===== src/rtl/sbr_pkg.sv =====
package sbr_pkg;

    typedef enum logic [2:0] {
        S_IDLE   = 3'd0,
        S_HOTTX  = 3'd1,
        S_FLUSH  = 3'd2,
        S_HOLD   = 3'd3,
        S_RESUME = 3'd4
    } sbr_state_t;

    typedef enum logic [1:0] {
        PK_CFG_SELF  = 2'd0,
        PK_SECONDARY = 2'd1,
        PK_OTHER     = 2'd2,
        PK_SPARE     = 2'd3
    } pkt_kind_t;

    typedef enum logic [1:0] {
        V_FWD   = 2'd0,
        V_LOCAL = 2'd1,
        V_UR    = 2'd2
    } verdict_t;

    // Port is inside a reset sequence in every state but idle.
    function automatic logic seq_active(sbr_state_t s);
        return s != S_IDLE;
    endfunction

    // States during which the hot-reset request may be shown.
    function automatic logic hot_window(sbr_state_t s);
        return (s == S_HOTTX) || (s == S_FLUSH) || (s == S_HOLD);
    endfunction

endpackage


===== src/rtl/sbr_flush_gen.sv =====
module sbr_flush_gen
    import sbr_pkg::*;
(
    input  logic       clk,
    input  logic       rst,
    input  sbr_state_t state,
    output logic       flush_stb
);
    logic in_flush_q;

    always_ff @(posedge clk) begin
        if (rst) in_flush_q <= 1'b0;
        else     in_flush_q <= (state == S_FLUSH);
    end

    // High only on the first cycle spent in the flush phase.
    assign flush_stb = (state == S_FLUSH) && !in_flush_q;
endmodule


===== src/rtl/sbr_fsm.sv =====
module sbr_fsm
    import sbr_pkg::*;
#(
    parameter int HOTRST_CYCLES = 4
) (
    input  logic       clk,
    input  logic       rst,
    input  logic       sbr_ctrl,
    input  logic       link_up,
    input  logic       queue_empty,
    input  logic       flush_stb,
    output sbr_state_t state,
    output logic       hot_sel
);
    localparam int CNT_W = (HOTRST_CYCLES > 1) ? $clog2(HOTRST_CYCLES) : 1;
    localparam logic [CNT_W-1:0] CNT_LAST = CNT_W'(HOTRST_CYCLES - 1);

    sbr_state_t       state_q, state_d;
    logic [CNT_W-1:0] cnt_q, cnt_d;
    logic             hot_q, hot_d;

    always_comb begin
        state_d = state_q;
        cnt_d   = cnt_q;
        hot_d   = hot_q;
        unique case (state_q)
            S_IDLE: begin
                hot_d = 1'b0;
                if (sbr_ctrl) begin
                    hot_d   = link_up;
                    cnt_d   = '0;
                    state_d = link_up ? S_HOTTX : S_FLUSH;
                end
            end
            S_HOTTX: begin
                cnt_d = cnt_q + 1'b1;
                if (cnt_q == CNT_LAST) state_d = S_FLUSH;
            end
            S_FLUSH: begin
                // The strobe cycle never counts as drained.
                if (!flush_stb && queue_empty) state_d = S_HOLD;
            end
            S_HOLD: begin
                if (!sbr_ctrl) state_d = S_RESUME;
            end
            S_RESUME: begin
                hot_d   = 1'b0;
                state_d = S_IDLE;
            end
            default: state_d = S_IDLE;
        endcase
    end

    always_ff @(posedge clk) begin
        if (rst) begin
            state_q <= S_IDLE;
            cnt_q   <= '0;
            hot_q   <= 1'b0;
        end else begin
            state_q <= state_d;
            cnt_q   <= cnt_d;
            hot_q   <= hot_d;
        end
    end

    assign state   = state_q;
    assign hot_sel = hot_q;
endmodule


===== src/rtl/sbr_verdict.sv =====
module sbr_verdict
    import sbr_pkg::*;
(
    input  logic      active,
    input  pkt_kind_t kind,
    output verdict_t  verdict
);
    always_comb begin
        verdict = V_FWD;
        if (active) begin
            case (kind)
                PK_CFG_SELF:  verdict = V_LOCAL;
                PK_SECONDARY: verdict = V_UR;
                default:      verdict = V_FWD;
            endcase
        end
    end
endmodule


===== src/rtl/dsp_sbr_seq.sv =====
module dsp_sbr_seq
    import sbr_pkg::*;
#(
    parameter int HOTRST_CYCLES = 4
) (
    input  logic       clk,
    input  logic       rst,
    input  logic       sbr_ctrl,
    input  logic       link_up,
    input  logic       queue_empty,
    input  logic [1:0] pkt_kind,
    output logic       hot_req,
    output logic       flush_stb,
    output logic [1:0] verdict
);
    sbr_state_t state_q;
    logic       hot_sel;
    verdict_t   verdict_e;

    sbr_fsm #(.HOTRST_CYCLES(HOTRST_CYCLES)) u_fsm (
        .clk         (clk),
        .rst         (rst),
        .sbr_ctrl    (sbr_ctrl),
        .link_up     (link_up),
        .queue_empty (queue_empty),
        .flush_stb   (flush_stb),
        .state       (state_q),
        .hot_sel     (hot_sel)
    );

    sbr_flush_gen u_flush (
        .clk       (clk),
        .rst       (rst),
        .state     (state_q),
        .flush_stb (flush_stb)
    );

    sbr_verdict u_verdict (
        .active  (seq_active(state_q)),
        .kind    (pkt_kind_t'(pkt_kind)),
        .verdict (verdict_e)
    );

    assign hot_req = hot_sel && hot_window(state_q);
    assign verdict = verdict_e;
endmodule


===== config.mk =====
export PLATFORM = sky130hd
export DESIGN_NAME = dsp_sbr_seq
export DESIGN_NICKNAME = d
export VERILOG_FILES = /design/src/rtl/sbr_pkg.sv /design/src/rtl/sbr_flush_gen.sv /design/src/rtl/sbr_fsm.sv /design/src/rtl/sbr_verdict.sv /design/src/rtl/dsp_sbr_seq.sv
export SDC_FILE = /design/constraint.sdc
export NUM_CORES = 1
export LEC_CHECK = 0
export BUFFER_PORTS_ARGS = -buffer_cell sky130_fd_sc_hd__buf_2
export CAP_MARGIN = 15
export CORE_AREA = 2 2 39 41
export CTS_BUF_LIST = sky130_fd_sc_hd__clkbuf_4 sky130_fd_sc_hd__clkbuf_8 sky130_fd_sc_hd__clkbuf_16
export DETAILED_ROUTE_END_ITERATION = 6
export DIE_AREA = 0 0 41 43
export RECOVER_POWER = 50
export SLEW_MARGIN = 20
export SYNTH_ARGS = -nofsm -noshare
export SYNTH_HDL_FRONTEND = slang
export SYNTH_SLANG_ARGS = --single-unit

===== constraint.sdc =====
create_clock -name clk -period 1.75 [get_ports clk]
set_clock_uncertainty 0.1 [all_clocks]
set_input_delay 0.2625 -clock clk [delete_from_list [all_inputs] [get_ports clk]]
set_output_delay 0.2625 -clock clk [all_outputs]
set_load 0.005 [all_outputs]

==> results.sh <==
export IMPL_p_switching_uw=159
export IMPL_rsz0062_at_grt="false"
export IMPL_cts_htree_levels=1
export IMPL_hp_class="primary input to flip-flop"
export IMPL_grt_pass1_wl_mm=1.21
export IMPL_drive_gt1_share_pct=30.4
export IMPL_yosysWarnings=0
export IMPL_syn_avg_cell_area_um2=8.67
export IMPL_relSlewSlack_pct=75.8
export IMPL_synth_commonest_cells="dfxtp_1, nor3_1"
export IMPL_path_clk_slew_ns=0.05
export IMPL_crit_type="flip-flop to output pin"
export IMPL_routabilityCongestion=0.679
export IMPL_min_to="u_fsm.cnt_q[0]"
export IMPL_clkPwrFrac_pct=32.0
export IMPL_worstMarginPinSlew_ns=0.363
export IMPL_die_height_um=43
export IMPL_setup_viol=0
export IMPL_wl_per_cell_um=10.7
export IMPL_drt_pass1_iterations=4
export IMPL_critPathLaunchType="flip-flop"
export IMPL_fillers=156
export IMPL_leakage_nw=0.197
export IMPL_whs_ns=0.140
export IMPL_period_share_pct=90.9
export IMPL_drtIter0Drc=10
export IMPL_syn_to_final_growth_pct=17.3
export IMPL_yosysTopAreaCellShare_pct=35.9
export IMPL_synth_area_um2=390
export IMPL_insertedDiodeCount=0
export IMPL_crit_buf_inv=1
export IMPL_fin_nets=65
export IMPL_fmax_mhz=628
export IMPL_async_flop_share_pct=0
export IMPL_netlist_instances=45
export IMPL_grt_max_degree=13
export IMPL_antenna_found_initial=0
export IMPL_p_comb_share_pct=25.7
export IMPL_crit_chain="nor2_1 > nor3b_1 > buf_2"
export IMPL_cp_arrival_ns=1.23
export IMPL_cts_tree="yes"
export IMPL_coreArea_mm2=0.00138
export IMPL_power_uw=504
export IMPL_ys_ff_latch=7
export IMPL_finalHoldViolations=0
export IMPL_yosys_most_used_dff="dfxtp_1"
export IMPL_viasPerCell=4.89
export IMPL_cap_violations=0
export IMPL_cts_buffers=3
export IMPL_end_kind="output pin"
export IMPL_critPathMaxFanout=12
export IMPL_p_per_area_mw_per_mm2=1100
export IMPL_clock_sinks=7
export IMPL_die_area_mm2=0.00176
export IMPL_crit_family="flip-flops"
export IMPL_grt_ovfl_total=0
export IMPL_cts_root_buffer="clkbuf_4"
export IMPL_yosysMostFrequentCell="dfxtp_1"
export IMPL_io_pins=11
export IMPL_synth_edf_count=0
export IMPL_seqPwrFrac_pct=42.3
export IMPL_cp_required_ns=1.39
export IMPL_die_w_um=41
export IMPL_reg2reg_depth=4
export IMPL_cts_hold_buf=0
export IMPL_seq_area_frac_synth_pct=35.9
export IMPL_rows=14
export IMPL_globalRouteTotalUtil_pct=10.9
export IMPL_place_hpwl_um=568
export IMPL_synth_top_cells_by_area="dfxtp_1, buf_6, nor3_1, nand2b_1, nor2_2"
export IMPL_timing_final_ws_setup_ns=0.159
export IMPL_p_int_uw=345
export IMPL_hp_start="rst"
export IMPL_r2r_end="u_fsm.state[0]"
export IMPL_tns_ns=0
export IMPL_status="finished, final reports clean"
export IMPL_vias=352
export IMPL_io_buffer_count=10
export IMPL_start_util_pct=28.2
export IMPL_crit_path_max_incr_delay_ns=0.53
export IMPL_synth_nets=53
export IMPL_preCtsSetupSlack_ns=0.406
export IMPL_clockBufferDepth=2
export IMPL_ff2ff_setup_slack_ns=0.46
export IMPL_post_cts_buffers=0
export IMPL_swShare_pct=31.5
export IMPL_clock_latency_ns=0.25
export IMPL_synth_cell_type_count=23
export IMPL_drv_slew=0
export IMPL_drc=0
export IMPL_hold_depth=2
export IMPL_period_needed_ns=1.59
export IMPL_wirelength_um=769
export IMPL_timing_rr_start="u_fsm.state[1]"
export IMPL_slowest_stage="dfxtp_1"
export IMPL_ant_nets=0
export IMPL_ir_drop_v=0.000492
export IMPL_place_area_um2=433
export IMPL_cts_resized=0
export IMPL_grt_pass1_vias=306
export IMPL_synth_top_cell_by_area="dfxtp_1"
export IMPL_layout_cell_area_non_filler_um2=458
[power groups by stage]
stage	sequential (mW)	clock [mW]	combinational, mW
4_1_cts	0.217	0.166	0.134
3_5_place_dp	0.219	0	0.133
6_report	0.213	0.161	0.130
3_3_place_gp	0.220	0	0.132
2_1_floorplan	0.192	0	0.136
5_1_grt	0.217	0.178	0.148
[cells in the final DEF (no fill, tap or decap), drive strengths merged]
| cell | instances |
|---|---|
| a211oi | 1 |
| a21oi | 3 |
| a32oi | 1 |
| and3b | 1 |
| buf | 10 |
| clkbuf | 4 |
| dfxtp | 7 |
| ha | 1 |
| mux2i | 1 |
| nand2 | 3 |
| nand2b | 3 |
| nand3 | 2 |
| nand3b | 1 |
| nand4b | 1 |
| nor2 | 5 |
| nor3 | 4 |
| nor3b | 2 |
| nor4b | 1 |
| o21ai | 5 |
[worst max-delay path by stage]
stage	start	endpoint	slack, ns	cells past startpoint
finish	u_fsm.state[1]	hot_req	0.16	3
global route	u_fsm.state[1]	verdict[0]	0.04	3
CTS	u_fsm.state[1]	verdict[1]	0.12	3
detailed placement	u_fsm.state[1]	verdict[1]	0.41	3
global placement	u_fsm.state[1]	verdict[1]	0.42	3
floorplan	u_fsm.state[0]	flush_stb	0.59	2
[kinds of logic (layout without fill, tap and decap cells)]
group / Yosys count / in the layout / share of synthesized area, %
buffers and inverters: 3 / 14 / 7.05
DFF: 7 / 7 / 35.9
adders and majority gates: 1 / 1 / 3.20
and+or+nand+nor: 23 / 23 / 35.9
AOI/OAI and AO/OA: 10 / 10 / 15.4
muxes: 1 / 1 / 2.56
[metal layers]
| metal | share of wire, % | vias up | global-route usage [%] |
|---|---|---|---|
| li1 | - | 186 | - |
| met1 | 47 | 155 | 10.9 |
| met4 | 1.8 | 0 | 8.00 |
| met3 | 8.8 | 2 | 8.38 |
| met5 | 0 | - | 0 |
| met2 | 42 | 9 | 14.7 |
[through the flow]
stage | instances | utilization, %
2_1_floorplan | 45 | -
6_report | 72 | 33.1
3_5_place_dp | 68 | 31.3
5_1_grt | 72 | 33.1
4_1_cts | 72 | 33.5
3_3_place_gp | 68 | 31.3
[cell type report]
type | count | area [um^2] | area share, %
clock buffers | 4 | 30.0 | 6.56
multi-input cells | 35 | 218 | 47.5
flip-flops and latches | 7 | 140 | 30.6
well taps | 16 | 20.0 | 4.37
repair buffers | 10 | 50.0 | 10.9
[registers in the layout, indices dropped and copies added (netlist names)]
register,flops
u_fsm.cnt_q,2
u_fsm.state,3
u_fsm.hot_sel,1
u_flush.in_flush_q,1
(Power assumes the default switching activity.)
